===== src/rtl/hp_slot_pkg.sv =====
package hp_slot_pkg;

    typedef struct packed {
        logic        en;
        logic        ins;
        logic        rem;
        logic [63:0] base;
        logic [63:0] len;
        logic [31:0] node;
    } slot_t;

    // dword index = byte offset >> 2
    localparam logic [3:0] W_BASE_LO = 4'd0;
    localparam logic [3:0] W_BASE_HI = 4'd1;
    localparam logic [3:0] W_LEN_LO  = 4'd2;
    localparam logic [3:0] W_LEN_HI  = 4'd3;
    localparam logic [3:0] W_NODE    = 4'd4;
    localparam logic [3:0] W_STAT    = 4'd5;
    localparam logic [3:0] W_SEL     = 4'd6;
    localparam logic [3:0] W_EVT     = 4'd7;
    localparam logic [3:0] W_STS     = 4'd8;

    localparam int B_EN    = 0;
    localparam int B_INS   = 1;
    localparam int B_REM   = 2;
    localparam int B_EJECT = 3;

endpackage


===== src/rtl/hp_slot_bank.sv =====
module hp_slot_bank
    import hp_slot_pkg::*;
#(
    parameter int NUM_SLOTS = 4,
    parameter int IDX_W     = 2
) (
    input  logic             clk_i,
    input  logic             rst_ni,
    input  logic             ins_i,
    input  logic             rem_i,
    input  logic             ack_i,
    input  logic [IDX_W-1:0] pslot_i,
    input  logic [63:0]      base_i,
    input  logic [63:0]      len_i,
    input  logic [31:0]      node_i,
    input  logic             clr_ins_i,
    input  logic             clr_rem_i,
    input  logic [IDX_W-1:0] clr_slot_i,
    output slot_t            slots_o [NUM_SLOTS],
    output logic             any_evt_o
);

    for (genvar g = 0; g < NUM_SLOTS; g++) begin : g_slot
        slot_t s_d, s_q;
        logic  p_hit, c_hit;

        always_comb begin
            p_hit = (pslot_i == IDX_W'(g));
            c_hit = (clr_slot_i == IDX_W'(g));
            s_d   = s_q;
            if (ack_i && p_hit) s_d.en = 1'b0;
            // firmware clears first, platform sets override
            if (clr_ins_i && c_hit) s_d.ins = 1'b0;
            if (clr_rem_i && c_hit) s_d.rem = 1'b0;
            if (rem_i && p_hit) s_d.rem = 1'b1;
            if (ins_i && p_hit) begin
                s_d.en   = 1'b1;
                s_d.ins  = 1'b1;
                s_d.base = base_i;
                s_d.len  = len_i;
                s_d.node = node_i;
            end
        end

        always_ff @(posedge clk_i or negedge rst_ni) begin
            if (!rst_ni) s_q <= '0;
            else         s_q <= s_d;
        end

        assign slots_o[g] = s_q;
    end

    always_comb begin
        any_evt_o = 1'b0;
        for (int i = 0; i < NUM_SLOTS; i++) begin
            any_evt_o = any_evt_o | slots_o[i].ins | slots_o[i].rem;
        end
    end

endmodule


===== src/rtl/hp_reg_port.sv =====
module hp_reg_port
    import hp_slot_pkg::*;
#(
    parameter int NUM_SLOTS = 4,
    parameter int IDX_W     = 2
) (
    input  logic             clk_i,
    input  logic             rst_ni,
    input  logic             wr_i,
    input  logic             rd_i,
    input  logic [5:0]       addr_i,
    input  logic [31:0]      wdata_i,
    input  slot_t            slots_i [NUM_SLOTS],
    output logic [31:0]      rdata_o,
    output logic             clr_ins_o,
    output logic             clr_rem_o,
    output logic [IDX_W-1:0] clr_slot_o,
    output logic             eject_o,
    output logic [IDX_W-1:0] eject_slot_o,
    output logic             rpt_valid_o,
    output logic [31:0]      rpt_slot_o,
    output logic [31:0]      rpt_event_o,
    output logic [31:0]      rpt_status_o,
    output logic [31:0]      sel_o
);

    typedef struct packed {
        logic [31:0]      sel;
        logic [31:0]      evt;
        logic [31:0]      rdata;
        logic             eject;
        logic [IDX_W-1:0] ej_slot;
        logic             rpt;
        logic [31:0]      rpt_slot;
        logic [31:0]      rpt_evt;
        logic [31:0]      rpt_sts;
    } port_t;

    port_t            st_d, st_q;
    logic [3:0]       word;
    logic             sel_ok;
    logic [IDX_W-1:0] idx;
    slot_t            cur;
    logic             stat_wr;

    always_comb begin
        word    = addr_i[5:2];
        sel_ok  = (st_q.sel < 32'(NUM_SLOTS));
        idx     = st_q.sel[IDX_W-1:0];
        cur     = sel_ok ? slots_i[idx] : '0;
        stat_wr = wr_i && (word == W_STAT) && sel_ok;

        st_d       = st_q;
        st_d.eject = 1'b0;
        st_d.rpt   = 1'b0;

        if (wr_i) begin
            case (word)
                W_SEL: st_d.sel = wdata_i;
                W_EVT: st_d.evt = wdata_i;
                W_STS: begin
                    st_d.rpt      = 1'b1;
                    st_d.rpt_slot = st_q.sel;
                    st_d.rpt_evt  = st_q.evt;
                    st_d.rpt_sts  = wdata_i;
                end
                default: ;
            endcase
        end

        if (stat_wr && wdata_i[B_EJECT]) begin
            st_d.eject   = 1'b1;
            st_d.ej_slot = idx;
        end

        if (rd_i) begin
            case (word)
                W_BASE_LO: st_d.rdata = cur.base[31:0];
                W_BASE_HI: st_d.rdata = cur.base[63:32];
                W_LEN_LO:  st_d.rdata = cur.len[31:0];
                W_LEN_HI:  st_d.rdata = cur.len[63:32];
                W_NODE:    st_d.rdata = cur.node;
                W_STAT:    st_d.rdata = {29'd0, cur.rem, cur.ins, cur.en};
                default:   st_d.rdata = 32'd0;
            endcase
        end
    end

    always_ff @(posedge clk_i or negedge rst_ni) begin
        if (!rst_ni) st_q <= '0;
        else         st_q <= st_d;
    end

    assign clr_ins_o    = stat_wr && wdata_i[B_INS];
    assign clr_rem_o    = stat_wr && wdata_i[B_REM];
    assign clr_slot_o   = idx;
    assign rdata_o      = st_q.rdata;
    assign eject_o      = st_q.eject;
    assign eject_slot_o = st_q.ej_slot;
    assign rpt_valid_o  = st_q.rpt;
    assign rpt_slot_o   = st_q.rpt_slot;
    assign rpt_event_o  = st_q.rpt_evt;
    assign rpt_status_o = st_q.rpt_sts;
    assign sel_o        = st_q.sel;

endmodule


===== src/rtl/hp_slot_regs.sv =====
module hp_slot_regs
    import hp_slot_pkg::*;
#(
    parameter  int NUM_SLOTS = 4,
    parameter  int MAX_SLOTS = 32,
    localparam int IDX_W     = (NUM_SLOTS > 1) ? $clog2(NUM_SLOTS) : 1
) (
    input  logic             clk_i,
    input  logic             rst_ni,
    input  logic             bus_wr_i,
    input  logic             bus_rd_i,
    input  logic [5:0]       bus_addr_i,
    input  logic [31:0]      bus_wdata_i,
    output logic [31:0]      bus_rdata_o,
    input  logic             plat_ins_i,
    input  logic             plat_rem_i,
    input  logic             plat_ack_i,
    input  logic [IDX_W-1:0] plat_slot_i,
    input  logic [63:0]      plat_base_i,
    input  logic [63:0]      plat_len_i,
    input  logic [31:0]      plat_node_i,
    output logic             gpe_o,
    output logic             eject_o,
    output logic [IDX_W-1:0] eject_slot_o,
    output logic             rpt_valid_o,
    output logic [31:0]      rpt_slot_o,
    output logic [31:0]      rpt_event_o,
    output logic [31:0]      rpt_status_o
);

    if (NUM_SLOTS > MAX_SLOTS || NUM_SLOTS < 1) begin : g_bad_count
        $error("hp_slot_regs: NUM_SLOTS out of range");
    end

    slot_t            slots [NUM_SLOTS];
    logic             clr_ins, clr_rem;
    logic [IDX_W-1:0] clr_slot;
    logic [31:0]      sel_w;

    hp_slot_bank #(.NUM_SLOTS(NUM_SLOTS), .IDX_W(IDX_W)) u_bank (
        .clk_i      (clk_i),
        .rst_ni     (rst_ni),
        .ins_i      (plat_ins_i),
        .rem_i      (plat_rem_i),
        .ack_i      (plat_ack_i),
        .pslot_i    (plat_slot_i),
        .base_i     (plat_base_i),
        .len_i      (plat_len_i),
        .node_i     (plat_node_i),
        .clr_ins_i  (clr_ins),
        .clr_rem_i  (clr_rem),
        .clr_slot_i (clr_slot),
        .slots_o    (slots),
        .any_evt_o  (gpe_o)
    );

    hp_reg_port #(.NUM_SLOTS(NUM_SLOTS), .IDX_W(IDX_W)) u_port (
        .clk_i        (clk_i),
        .rst_ni       (rst_ni),
        .wr_i         (bus_wr_i),
        .rd_i         (bus_rd_i),
        .addr_i       (bus_addr_i),
        .wdata_i      (bus_wdata_i),
        .slots_i      (slots),
        .rdata_o      (bus_rdata_o),
        .clr_ins_o    (clr_ins),
        .clr_rem_o    (clr_rem),
        .clr_slot_o   (clr_slot),
        .eject_o      (eject_o),
        .eject_slot_o (eject_slot_o),
        .rpt_valid_o  (rpt_valid_o),
        .rpt_slot_o   (rpt_slot_o),
        .rpt_event_o  (rpt_event_o),
        .rpt_status_o (rpt_status_o),
        .sel_o        (sel_w)
    );

endmodule


===== config.mk =====
export PLATFORM = sky130hd
export DESIGN_NAME = hp_slot_regs
export DESIGN_NICKNAME = d
export VERILOG_FILES = /design/src/rtl/hp_slot_pkg.sv /design/src/rtl/hp_slot_bank.sv /design/src/rtl/hp_reg_port.sv /design/src/rtl/hp_slot_regs.sv
export SDC_FILE = /design/constraint.sdc
export NUM_CORES = 1
export LEC_CHECK = 0
export ABC_CLOCK_PERIOD_IN_PS = 1900
export CORE_MARGIN = 2
export CORE_UTILIZATION = 58
export CTS_BUF_LIST = sky130_fd_sc_hd__clkbuf_16
export DETAILED_ROUTE_END_ITERATION = 16
export DONT_BUFFER_PORTS = 1
export PLACE_DENSITY_LB_ADDON = 0.2
export RECOVER_POWER = 25
export REMOVE_ABC_BUFFERS = 1
export SLEW_MARGIN = 0
export SYNTH_ARGS = -nofsm -noshare
export SYNTH_HDL_FRONTEND = slang
export SYNTH_HIERARCHICAL = 1
export SYNTH_SLANG_ARGS = --single-unit

===== constraint.sdc =====
create_clock -name clk_i -period 1.9 [get_ports clk_i]
set_input_delay 0.095 -clock clk_i [delete_from_list [all_inputs] [get_ports clk_i]]
set_output_delay 0.095 -clock clk_i [all_outputs]
set_load 0.01 [all_outputs]

==> impl_metrics.py <==
metrics = {
    "clocking": {
        "cts_sinks": 848,
        "ctsRootBufferMaster": "clkbuf_16",
        "numCtsBuffers": 89,
        "cts.path.max_buffers": 3,
        "ctsHtreeMaxLevel": 3,
        "clkTransAtPathRegs_ps": 60,
        "tritoncts": "yes",
        "worstSkewPairLatency_ps": 650,
    },
    "global_routing": {
        "gr-total-overflow": 0,
        "grt_start_max_net_pins": 849,
        "gr-usage-all-layers_pct": 26.5,
        "antenna_found_initial": 15,
        "grt_pass1_wl_um": 137000,
        "grt_pass1_vias": 23100,
    },
    "finish": {
        "regArea_um2": 21200,
        "drive_above_1_share_pct": 49.7,
        "layout_commonest_cell": "dfrtp_1",
        "nets": 2711,
        "layoutNonFillerInstCount": 3440,
        "fill_cells": 4280,
        "syn2layout_area_growth_pct": 17.0,
        "post-route-util_pct": 68.5,
        "final_cell_mix": "846 x dfrtp_1, 783 x mux2_2, 223 x dlygate4sd3_1, 163 x mux4_2, 92 x clkbuf_16",
        "final_cell_area_um2": 44000,
        "multi_input_area_um2": 14600,
    },
    "sta": {
        "tightest_slew_ps": 3810,
        "whs_ps": -850,
        "fin_ws_ps": -760,
        "max_freq_ghz": 0.376,
        "slew_violations": 701,
        "clock_skew_ps": 17.8,
        "finalSetupViolCount": 248,
        "min_period_ps": 2660,
        "post-route-period-util_pct": 140,
        "slew_headroom_pct": -154,
        "rsz0062_at_grt": "yes",
        "tns_ps": -30300,
        "hold_violations": 727,
    },
    "power_and_ir_drop": {
        "power.clock.fraction_pct": 33.9,
        "seq_power_share_pct": 46.5,
        "power.density_nw_per_um2": 1160,
        "p_comb_share_pct": 19.6,
        "p_int_w": 0.0381,
        "ir_worst_vdd_v": 0.000937,
        "sw_frac_of_total_pct": 25.3,
        "p_sw_w": 0.0129,
        "p_leak_nw": 18.5,
    },
    "placed_design": {
        "gp_congestion": 0.760,
        "place_inst": 3008,
        "portBuffers": 0,
        "hpwl_um": 50500,
        "placed_area_um2": 38000,
    },
    "run_status": {
        "status": "finished with violations",
        "violations": "negative hold slack, max-slew violations, negative setup slack",
    },
    "worst_setup_path": {
        "crit_required_ps": 1240,
        "cp-startpoint": "rst_ni",
        "crit_path_end_kind": "asynchronous set/reset pin",
        "path_max_fanout": 848,
        "critPathLaunchType": "primary input",
        "cp.arrival_ps": 2000,
        "r2r-start": "u_port/sel_o[28]",
        "criticalPathCategory": "primary input to asynchronous set/reset pin",
    },
    "floorplan": {
        "start_util_pct": 58.5,
        "die-area_um2": 66900,
        "rows": 93,
        "dieWidth_um": 259,
        "ios": 340,
        "core_um2": 64200,
        "die_y_um": 259,
    },
    "hold_path": {
        "min_path_type": "primary input to asynchronous set/reset pin",
    },
    "drt": {
        "drtIter0Drc": 1473,
        "wl_um": 87900,
        "via_per_inst": 6.08,
        "vias": 20900,
        "ant_nets": 0,
        "drt_pass1_iterations": 5,
        "wl_per_cell_um": 25.5,
        "drc": 0,
    },
    "logic_synthesis": {
        "postSynthCellCount": 2334,
        "synth_warnings": 6,
        "synth_area_per_cell_um2": 16.1,
        "synth_area_um2": 37600,
    },
    "run": {
        "drv_cap": 0,
    },
}
-- layout make-up --
cell class                      instances  area share, %
Clock inverter                         74           1.45
Antenna cell                            7         0.0398
Sequential cell                       848           48.3
Tap cell                              855           2.43
Inverter                               13          0.111
Multi-Input combinational cell       1190           33.1
Clock buffer                           91           5.18
Timing Repair Buffer                  362           9.38
-- state kept, by name (all words and copies together) (netlist names) --
name	cells
u_bank/slots_o	652
u_port/rdata_o	32
u_port/rpt_event_o	32
u_port/rpt_slot_o	32
u_port/rpt_status_o	32
u_port/sel_o	32
u_port/st_q	32
u_port/eject_slot_o	2
u_port/eject_o	1
u_port/rpt_valid_o	1
-- stage by stage --
stage	setup WS (ps)	hold WS, ps	total power (W)
after floorplan	-11380	-201	0.0303
after global placement	-505	-184	0.0320
after detailed placement	-525	-177	0.0325
after CTS	-174	-879	0.0514
after global routing	-188	-891	0.0532
final	-760	-850	0.0510
-- repair_timing --
item | 4_1_cts | 5_1_grt
pin swaps | 36 | 31
setup endpoints to repair | 43 | 144
resized for setup | 76 | 38
hold buffers | 219 | 7
cloned | 10 | 1
buffers inserted | 25 | 9
endpoints found under the hold margin | 1673 | 913
-- worst paths after layout --
check / endpoint / slack, ps / depth (start not counted)
worst max-delay path: u_port/sel_o[1] / -760 / 0
worst min-delay path: u_port/rpt_status_o[21] / -850 / 0
min in group clk_i: u_port/rdata_o[11] / 50 / 5
worst max register to register: u_bank/slots_o[649] / -140 / 7
worst min register to register: u_bank/slots_o[651] / 480 / 1
max in group clk_i: u_bank/slots_o[649] / -140 / 7
-- routing by layer --
metal / part of all wire, % / GRT usage (%) / vias up / wire [um]
met1: 42 / 35.0 / 11400 / 36600
li1: - / - / 8916 / -
met4: 2.1 / 6.70 / 18 / 1860
met5: 0.14 / 0 / - / 121
met2: 51 / 44.8 / 483 / 44500
met3: 5.5 / 6.08 / 152 / 4840
-- power groups by stage --
stage	registers [W]	logic (W)	clock network [W]
2_1_floorplan	0.0237	0.00658	0
3_3_place_gp	0.0237	0.00826	0
3_5_place_dp	0.0240	0.00854	0
4_1_cts	0.0237	0.0101	0.0176
5_1_grt	0.0241	0.0107	0.0184
6_report	0.0237	0.0100	0.0173
(Power assumes the default switching activity.)
